**src/rtl/refsel_pkg.sv**
```systemverilog
package refsel_pkg;
  localparam int NUM_GEN   = 5;
  localparam int ADDR_CR5  = 5;
  localparam int ADDR_CR6  = 6;
  localparam int ADDR_STAT = 7;

  localparam logic [7:0] CR5_RST  = 8'h60;
  localparam logic [7:0] CR5_KEEP = 8'hFE;
  localparam logic [7:0] CR6_KEEP = 8'hE6;

  localparam int C5_LOW  = 7;
  localparam int C5_CLK0 = 6;
  localparam int C5_CLK1 = 5;
  localparam int C5_DFLT = 4;
  localparam int C5_MODE = 2;
  localparam int C5_REV  = 1;
  localparam int C5_MRST = 0;

  localparam int C6_HEN  = 7;
  localparam int C6_HFRC = 6;
  localparam int C6_ACQ  = 5;
  localparam int C6_SRST = 4;
  localparam int C6_DIV  = 2;
  localparam int C6_ASEL = 1;

  typedef enum logic [1:0] {
    EN_PINS = 2'b00,
    EN_IN0  = 2'b01,
    EN_IN1  = 2'b10,
    EN_BOTH = 2'b11
  } en_mode_e;

  function automatic logic [1:0] input_enables(input en_mode_e mode, input logic [1:0] sel);
    logic [1:0] en;
    case (mode)
      EN_IN0:  en = 2'b01;
      EN_IN1:  en = 2'b10;
      EN_BOTH: en = 2'b11;
      default: begin
        case (sel)
          2'b00:   en = 2'b01;
          2'b01:   en = 2'b10;
          2'b10:   en = 2'b11;
          default: en = 2'b00;
        endcase
      end
    endcase
    return en;
  endfunction
endpackage

```
**src/rtl/refsel_regs.sv**
```systemverilog
module refsel_regs
  import refsel_pkg::*;
#(
  parameter int ADDR_W = 4
) (
  input  logic              clk_i,
  input  logic              rst_ni,
  input  logic              srst_i,
  input  logic              wr_en_i,
  input  logic [ADDR_W-1:0] addr_i,
  input  logic [7:0]        wdata_i,
  output logic [7:0]        rd_o,
  output logic              out_low_o,
  output logic              clk0_en_o,
  output logic              clk1_en_o,
  output logic              dflt_o,
  output en_mode_e          mode_o,
  output logic              revert_o,
  output logic              hold_en_o,
  output logic              hold_force_o,
  output logic              acq_sel_o,
  output logic              div_sel_o,
  output logic              mon_rst_o,
  output logic              mon_dflt_o,
  output logic              cap_hold_o,
  output logic              cap_acq_o
);
  logic [7:0] gen_q [NUM_GEN];
  logic [7:0] cr5_q, cr6_q;
  logic       wr5, wr6;

  assign wr5 = wr_en_i && (addr_i == ADDR_W'(ADDR_CR5));
  assign wr6 = wr_en_i && (addr_i == ADDR_W'(ADDR_CR6));

  always_ff @(posedge clk_i or negedge rst_ni) begin
    if (!rst_ni) begin
      for (int i = 0; i < NUM_GEN; i++) gen_q[i] <= 8'h00;
      cr5_q <= CR5_RST;
      cr6_q <= 8'h00;
    end else if (srst_i) begin
      for (int i = 0; i < NUM_GEN; i++) gen_q[i] <= 8'h00;
      cr5_q <= CR5_RST;
      cr6_q <= 8'h00;
    end else begin
      for (int i = 0; i < NUM_GEN; i++)
        if (wr_en_i && addr_i == ADDR_W'(i)) gen_q[i] <= wdata_i;
      if (wr5) cr5_q <= wdata_i & CR5_KEEP;
      if (wr6) cr6_q <= wdata_i & CR6_KEEP;
    end
  end

  always_comb begin
    rd_o = 8'h00;
    for (int i = 0; i < NUM_GEN; i++)
      if (addr_i == ADDR_W'(i)) rd_o = gen_q[i];
    if (addr_i == ADDR_W'(ADDR_CR5)) rd_o = cr5_q;
    if (addr_i == ADDR_W'(ADDR_CR6)) rd_o = cr6_q;
  end

  assign out_low_o    = cr5_q[C5_LOW];
  assign clk0_en_o    = cr5_q[C5_CLK0];
  assign clk1_en_o    = cr5_q[C5_CLK1];
  assign dflt_o       = cr5_q[C5_DFLT];
  assign mode_o       = en_mode_e'(cr5_q[C5_MODE+:2]);
  assign revert_o     = cr5_q[C5_REV];
  assign hold_en_o    = cr6_q[C6_HEN];
  assign hold_force_o = cr6_q[C6_HFRC];
  assign acq_sel_o    = cr6_q[C6_ASEL];
  assign div_sel_o    = cr6_q[C6_DIV];

  // monitor reset needs revert requested in the same write
  assign mon_rst_o  = wr5 && wdata_i[C5_REV] && wdata_i[C5_MRST];
  assign mon_dflt_o = wdata_i[C5_DFLT];
  assign cap_acq_o  = wr6 && wdata_i[C6_ACQ] && !cr6_q[C6_ACQ];
  assign cap_hold_o = cap_acq_o || (wr6 && wdata_i[C6_HFRC] && !cr6_q[C6_HFRC]);

  AST_CR5_ONLY_BY_WRITE: assert property (@(posedge clk_i) disable iff (!rst_ni)
    (!wr5 && !srst_i) |=> $stable(cr5_q));
  AST_CR6_ONLY_BY_WRITE: assert property (@(posedge clk_i) disable iff (!rst_ni)
    (!wr6 && !srst_i) |=> $stable(cr6_q));
endmodule

```
**src/rtl/refsel_monitor.sv**
```systemverilog
module refsel_monitor (
  input  logic       clk_i,
  input  logic       rst_ni,
  input  logic       srst_i,
  input  logic [1:0] en_i,
  input  logic [1:0] fail_i,
  input  logic       revert_i,
  input  logic       dflt_i,
  input  logic       mon_rst_i,
  input  logic       mon_dflt_i,
  output logic       active_o,
  output logic       alarm_o,
  output logic [1:0] healthy_o
);
  logic act_q, act_d, alarm_q, alarm_d;
  logic [1:0] healthy;

  assign healthy = en_i & ~fail_i;

  always_comb begin
    act_d   = act_q;
    alarm_d = alarm_q;
    if (mon_rst_i) begin
      act_d   = mon_dflt_i;
      alarm_d = 1'b0;
    end else if (!healthy[act_q]) begin
      if (healthy[!act_q]) begin
        act_d   = !act_q;
        alarm_d = 1'b1;
      end
    end else if (revert_i && (act_q != dflt_i) && healthy[dflt_i]) begin
      act_d = dflt_i;
    end
  end

  always_ff @(posedge clk_i or negedge rst_ni) begin
    if (!rst_ni) begin
      act_q   <= 1'b0;
      alarm_q <= 1'b0;
    end else if (srst_i) begin
      act_q   <= 1'b0;
      alarm_q <= 1'b0;
    end else begin
      act_q   <= act_d;
      alarm_q <= alarm_d;
    end
  end

  assign active_o  = act_q;
  assign alarm_o   = alarm_q;
  assign healthy_o = healthy;

  AST_SWITCH_ON_FAIL: assert property (@(posedge clk_i) disable iff (!rst_ni)
    (!srst_i && !mon_rst_i && !healthy[act_q] && healthy[!act_q])
      |=> (act_q != $past(act_q)) && alarm_q);
  AST_ALARM_NEEDS_SWITCH: assert property (@(posedge clk_i) disable iff (!rst_ni)
    $rose(alarm_q) |-> (act_q != $past(act_q)));
  AST_NONREVERT_STAYS: assert property (@(posedge clk_i) disable iff (!rst_ni)
    (!srst_i && !mon_rst_i && !revert_i && healthy[act_q]) |=> $stable(act_q));
  AST_MONRST_DEFAULT: assert property (@(posedge clk_i) disable iff (!rst_ni)
    (!srst_i && mon_rst_i) |=> (act_q == $past(mon_dflt_i)) && !alarm_q);
endmodule

```
**src/rtl/refsel_holdover.sv**
```systemverilog
module refsel_holdover #(
  parameter int WORD_W = 16
) (
  input  logic              clk_i,
  input  logic              rst_ni,
  input  logic              srst_i,
  input  logic              cap_hold_i,
  input  logic              cap_acq_i,
  input  logic [WORD_W-1:0] pll_word_i,
  input  logic              hold_en_i,
  input  logic              force_i,
  input  logic              acq_sel_i,
  input  logic [1:0]        healthy_i,
  output logic              holdover_o,
  output logic [WORD_W-1:0] osc_word_o
);
  logic [WORD_W-1:0] hold_q, acq_q;

  always_ff @(posedge clk_i or negedge rst_ni) begin
    if (!rst_ni) begin
      hold_q <= '0;
      acq_q  <= '0;
    end else if (srst_i) begin
      hold_q <= '0;
      acq_q  <= '0;
    end else begin
      if (cap_hold_i) hold_q <= pll_word_i;
      if (cap_acq_i)  acq_q  <= pll_word_i;
    end
  end

  assign holdover_o = force_i || (hold_en_i && (healthy_i == 2'b00));
  assign osc_word_o = holdover_o ? hold_q : (acq_sel_i ? acq_q : pll_word_i);

  AST_HOLD_WORD_KEPT: assert property (@(posedge clk_i) disable iff (!rst_ni)
    (!srst_i && !cap_hold_i) |=> $stable(hold_q));
  AST_ACQ_WORD_KEPT: assert property (@(posedge clk_i) disable iff (!rst_ni)
    (!srst_i && !cap_acq_i) |=> $stable(acq_q));
endmodule

```
**src/rtl/refsel_holdover_ctrl.sv**
```systemverilog
module refsel_holdover_ctrl
  import refsel_pkg::*;
#(
  parameter int WORD_W = 16,
  parameter int ADDR_W = 4
) (
  input  logic              clk_i,
  input  logic              rst_ni,
  input  logic              mr_i,
  input  logic              wr_en_i,
  input  logic [ADDR_W-1:0] addr_i,
  input  logic [7:0]        wdata_i,
  output logic [7:0]        rdata_o,
  input  logic [1:0]        sel_pins_i,
  input  logic [1:0]        fail_i,
  input  logic              pll_lock_i,
  input  logic [WORD_W-1:0] pll_word_i,
  output logic [WORD_W-1:0] osc_word_o,
  output logic              active_in_o,
  output logic              holdover_o,
  output logic              irq_o,
  output logic [1:0]        clk_oe_o,
  output logic [1:0]        clk_low_o,
  output logic              clk2_div_sel_o
);
  logic       srst;
  logic [7:0] rd_bank, status;
  logic       out_low, clk0_en, clk1_en, dflt, revert;
  logic       hold_en, hold_force, acq_sel, div_sel;
  logic       mon_rst, mon_dflt, cap_hold, cap_acq;
  logic       alarm;
  logic [1:0] healthy;
  en_mode_e   mode;

  // soft reset from pin or from the reset bit of register 6
  assign srst = mr_i || (wr_en_i && (addr_i == ADDR_W'(ADDR_CR6)) && wdata_i[C6_SRST]);

  refsel_regs #(.ADDR_W(ADDR_W)) u_regs (
    .clk_i, .rst_ni, .srst_i(srst), .wr_en_i, .addr_i, .wdata_i,
    .rd_o(rd_bank), .out_low_o(out_low), .clk0_en_o(clk0_en), .clk1_en_o(clk1_en),
    .dflt_o(dflt), .mode_o(mode), .revert_o(revert), .hold_en_o(hold_en),
    .hold_force_o(hold_force), .acq_sel_o(acq_sel), .div_sel_o(div_sel),
    .mon_rst_o(mon_rst), .mon_dflt_o(mon_dflt), .cap_hold_o(cap_hold), .cap_acq_o(cap_acq)
  );

  refsel_monitor u_mon (
    .clk_i, .rst_ni, .srst_i(srst),
    .en_i(input_enables(mode, sel_pins_i)), .fail_i,
    .revert_i(revert), .dflt_i(dflt), .mon_rst_i(mon_rst), .mon_dflt_i(mon_dflt),
    .active_o(active_in_o), .alarm_o(alarm), .healthy_o(healthy)
  );

  refsel_holdover #(.WORD_W(WORD_W)) u_hold (
    .clk_i, .rst_ni, .srst_i(srst), .cap_hold_i(cap_hold), .cap_acq_i(cap_acq),
    .pll_word_i, .hold_en_i(hold_en), .force_i(hold_force), .acq_sel_i(acq_sel),
    .healthy_i(healthy), .holdover_o, .osc_word_o
  );

  assign status  = {alarm, fail_i[0], fail_i[1], active_in_o, !pll_lock_i, holdover_o, 2'b00};
  assign rdata_o = (addr_i == ADDR_W'(ADDR_STAT)) ? status : rd_bank;
  assign irq_o   = alarm;

  // tri-state wins over force-low
  assign clk_oe_o       = {clk1_en, clk0_en};
  assign clk_low_o      = {2{out_low}} & clk_oe_o;
  assign clk2_div_sel_o = div_sel;

  AST_SRST_CLEARS_IRQ: assert property (@(posedge clk_i) disable iff (!rst_ni)
    srst |=> !irq_o && !active_in_o);
endmodule

```
**config.mk**
```make
export PLATFORM = sky130hd
export DESIGN_NAME = refsel_holdover_ctrl
export DESIGN_NICKNAME = d
export VERILOG_FILES = /design/src/rtl/refsel_pkg.sv /design/src/rtl/refsel_regs.sv /design/src/rtl/refsel_monitor.sv /design/src/rtl/refsel_holdover.sv /design/src/rtl/refsel_holdover_ctrl.sv
export SDC_FILE = /design/constraint.sdc
export NUM_CORES = 1
export LEC_CHECK = 0
export CORE_ASPECT_RATIO = 0.8
export CORE_MARGIN = 2
export CORE_UTILIZATION = 25
export DETAILED_ROUTE_END_ITERATION = 10
export GPL_ROUTABILITY_DRIVEN = 0
export PLACE_DENSITY = 0.4
export RECOVER_POWER = 50
export REMOVE_ABC_BUFFERS = 1
export SLEW_MARGIN = 10
export SYNTH_ARGS = -nofsm -noshare
export SYNTH_HDL_FRONTEND = slang
export SYNTH_SLANG_ARGS = --single-unit
```
**constraint.sdc**
```tcl
create_clock -name clk_i -period 4.2 [get_ports clk_i]
set_input_delay 0.84 -clock clk_i [delete_from_list [all_inputs] [get_ports clk_i]]
set_output_delay 0.84 -clock clk_i [all_outputs]
set_load 0.02 [all_outputs]
```
==> impl_metrics.tcl <==
set metrics [dict create \
    finalPower_mw 2.07 \
    syn_area_per_cell_um2 9.63 \
    report.final.slew_viol_count 68 \
    internal-power_mw 1.50 \
    p_comb_share_pct 19.0 \
    dieArea_mm2 0.0198 \
    viasPerCell 4.64 \
    slew_headroom_pct -17.4 \
    numCtsBuffers 9 \
    ys_seq_area_share_pct 46.2 \
    port_buffers 68 \
    critPathMaxFanout 17 \
    grt_usage_pct 15.2 \
    fin_crit_sh_pct 97.4 \
    peakVddDrop_uv 178 \
    drtPass1Iterations 4 \
    wirelength_um 14500 \
    ant_nets 0 \
    r2r-start "u_regs.cr6_q[5]" \
    hold_end "u_regs.cr5_q[4]" \
    tightestPinTransition_ns 1.76 \
    fillers 1896 \
    crit_path_end_kind "output port" \
    switching_share_pct 27.6 \
    cts_tree "yes" \
    fmax_mhz 244 \
    async_flop_share_pct 100 \
    p_seq_share_pct 42.2 \
    syn_inst 485 \
    cts_setup_buffers 0 \
    synth-seq-cells 86 \
    status "finished with violations" \
    layout_commonest_cell "dfrtp_1" \
    overflow 0 \
    p_per_area_mw_per_mm2 346 \
    regToRegSetupSlack_ns 2.56 \
    start_util_pct 25.6 \
    worstHoldStart "u_regs.cr5_q[4]" \
    hpwlAfterDp_um 10100 \
    p_sw_uw 572 \
    fp.coreArea_mm2 0.0182 \
    fin_crit_ns 4.09 \
    skew_ns 0.00459 \
    yosysWarnings 0 \
    hold_depth 2 \
    worstPathArrival_ns 3.25 \
    drv_cap 1 \
    htreeDepth 3 \
    mostFrequentLayoutCells "dfrtp_1, mux2i_1, nand2_1" \
    cp.required_ns 3.36 \
    antenna_found_initial 0 \
    synth_cell_types 45 \
    area_delta_synth_final_pct 28.2 \
    setup_tns_ns 0 \
    grt_max_degree 68 \
    hold_path.class "flip-flop to flip-flop" \
    rr_endpoint "u_hold.hold_q[6]" \
    die_y_um 126 \
    die_w_um 157 \
    failed_checks "capacitance limit, slew limit" \
    path_class "input port to output port" \
    rows 44 \
    rsz0062_at_grt "no" \
    clk_pin_slew_worst_paths_ns 0.06 \
    power_leakage_nw 2.68 \
    reg2reg_depth 5 \
    setup_violations 0 \
    hold_viol_final 0 \
    ctsRootBufferMaster "clkbuf_16" \
    grt_pass1_wl_um 23000 \
    synth_top_flop_cell "dfrtp_1" \
    post_cts_resized 1 \
    num-nets-final 595 \
    clkPwrFrac_pct 38.9 \
    clockBufferDepth 2 \
    worstSkewPairLatency_ns 0.34 \
    drc 0 \
    initialDrtViolationCount 164 \
    n_antenna_cell 0 \
    vias 3775 \
    clock-sinks 86 \
    synth_edf_count 0 \
    avgRoutedWirePerCell_um 17.8 \
    io_pins 69 \
    drive_gt1_share_pct 8.75 \
    grt_pass1_vias 3922 \
    ctsHoldBuffers 0 \
    critPathLaunchType "input port" \
    syn_area_mm2 0.00467 \
]
==> cell families (layout without fill, tap and decap cells) <==
kind of cell | Yosys count | after routing | share of synthesized area, %
mux | 77 | 77 | 16.6
fa+ha+maj | 2 | 2 | 0.536
flops | 86 | 86 | 46.2
compound gates | 101 | 101 | 14.2
buf+inv | 60 | 135 | 6.08
simple gates | 159 | 159 | 16.4
==> power by group through the flow <==
stage	logic (mW)	registers, mW	clock network, mW
after global placement	0.398	0.889	0
after detailed placement	0.400	0.889	0
after floorplan	0.178	0.891	0
after CTS	0.403	0.874	0.834
after global routing	0.424	0.877	0.862
final	0.392	0.874	0.805
==> metrics by stage <==
step           worst slack (ns)  instances  area [µm²]  hold slack [ns]  util [%]
6_report                  0.108        813        5980            0.503      32.8
5_1_grt                 0.00698        813        5980            0.518      32.8
4_1_cts                  0.0563        813        6000            0.509      32.9
3_5_place_dp             0.0151        798        5700            0.492      31.3
3_3_place_gp             0.0295        798        5700            0.485      31.3
2_1_floorplan            0.0653        451        4480            0.468         -
==> flip-flops by register name, summed over array words and instances, names as in the netlist <==
| signal | count |
|---|---|
| u_hold.acq_q | 16 |
| u_hold.hold_q | 16 |
| u_mon.active_o | 1 |
| u_mon.alarm_o | 1 |
| u_regs.cr5_q | 7 |
| u_regs.cr6_q | 5 |
| u_regs.gen_q | 40 |
==> metal layers <==
layer	GRT usage (%)	up-vias	wire length, µm
li1	-	1840	-
met1	22.0	1861	7100
met2	23.2	65	6540
met3	2.96	9	694
met4	4.10	0	152
met5	0	-	0
==> area by class of cell <==
cell class / count / area, µm² / share of cell area, %
clock buffer: 11 / 243 / 4.06
clock inverter: 4 / 47.5 / 0.795
inverter: 26 / 97.6 / 1.63
multi-input combinational: 339 / 2230 / 37.3
sequential: 86 / 2150 / 36.0
tap: 253 / 317 / 5.29
timing repair buffer: 94 / 890 / 14.9
==> synth_stat cells (all sizes together) (4+ instances only) <==
cell type  number  area share (%)
a31oi           4            0.80
nor3b           6             1.1
a21oi          37             4.0
mux2i          74              16
dfrtp          84              45
o22ai           9             1.2
nor2           28             2.3
buf            23             3.1
clkbuf         11            0.88
nand2b          7            0.94
o21ai          15             1.6
a22o           21             3.9
nand2          64             5.1
nor3            6            0.88
inv            26             2.1
nand3          31             3.3
==> worst max-delay path, stage by stage <==
cell	delay [ns]
clkdlybuf4s50_1	0.48
inv_1	0.05
ha_1	0.26
nand2b_1	0.07
a21o_1	0.21
a31oi_4	0.28
buf_12	0.21
mux2i_1	0.20
clkdlybuf4s50_1	0.63
==> worst max-delay path by stage <==
stage                        from  cells after the start  slack, ns        endpoint
finish              sel_pins_i[1]                      9       0.11   osc_word_o[7]
global route        sel_pins_i[1]                      9      0.007  osc_word_o[15]
CTS                 sel_pins_i[1]                      9       0.06  osc_word_o[14]
detailed placement  sel_pins_i[1]                      9       0.02  osc_word_o[14]
global placement    sel_pins_i[1]                      9       0.03  osc_word_o[14]
floorplan           sel_pins_i[0]                      6       0.07   osc_word_o[0]
No activity file was read; power rests on OpenSTA's default activity.
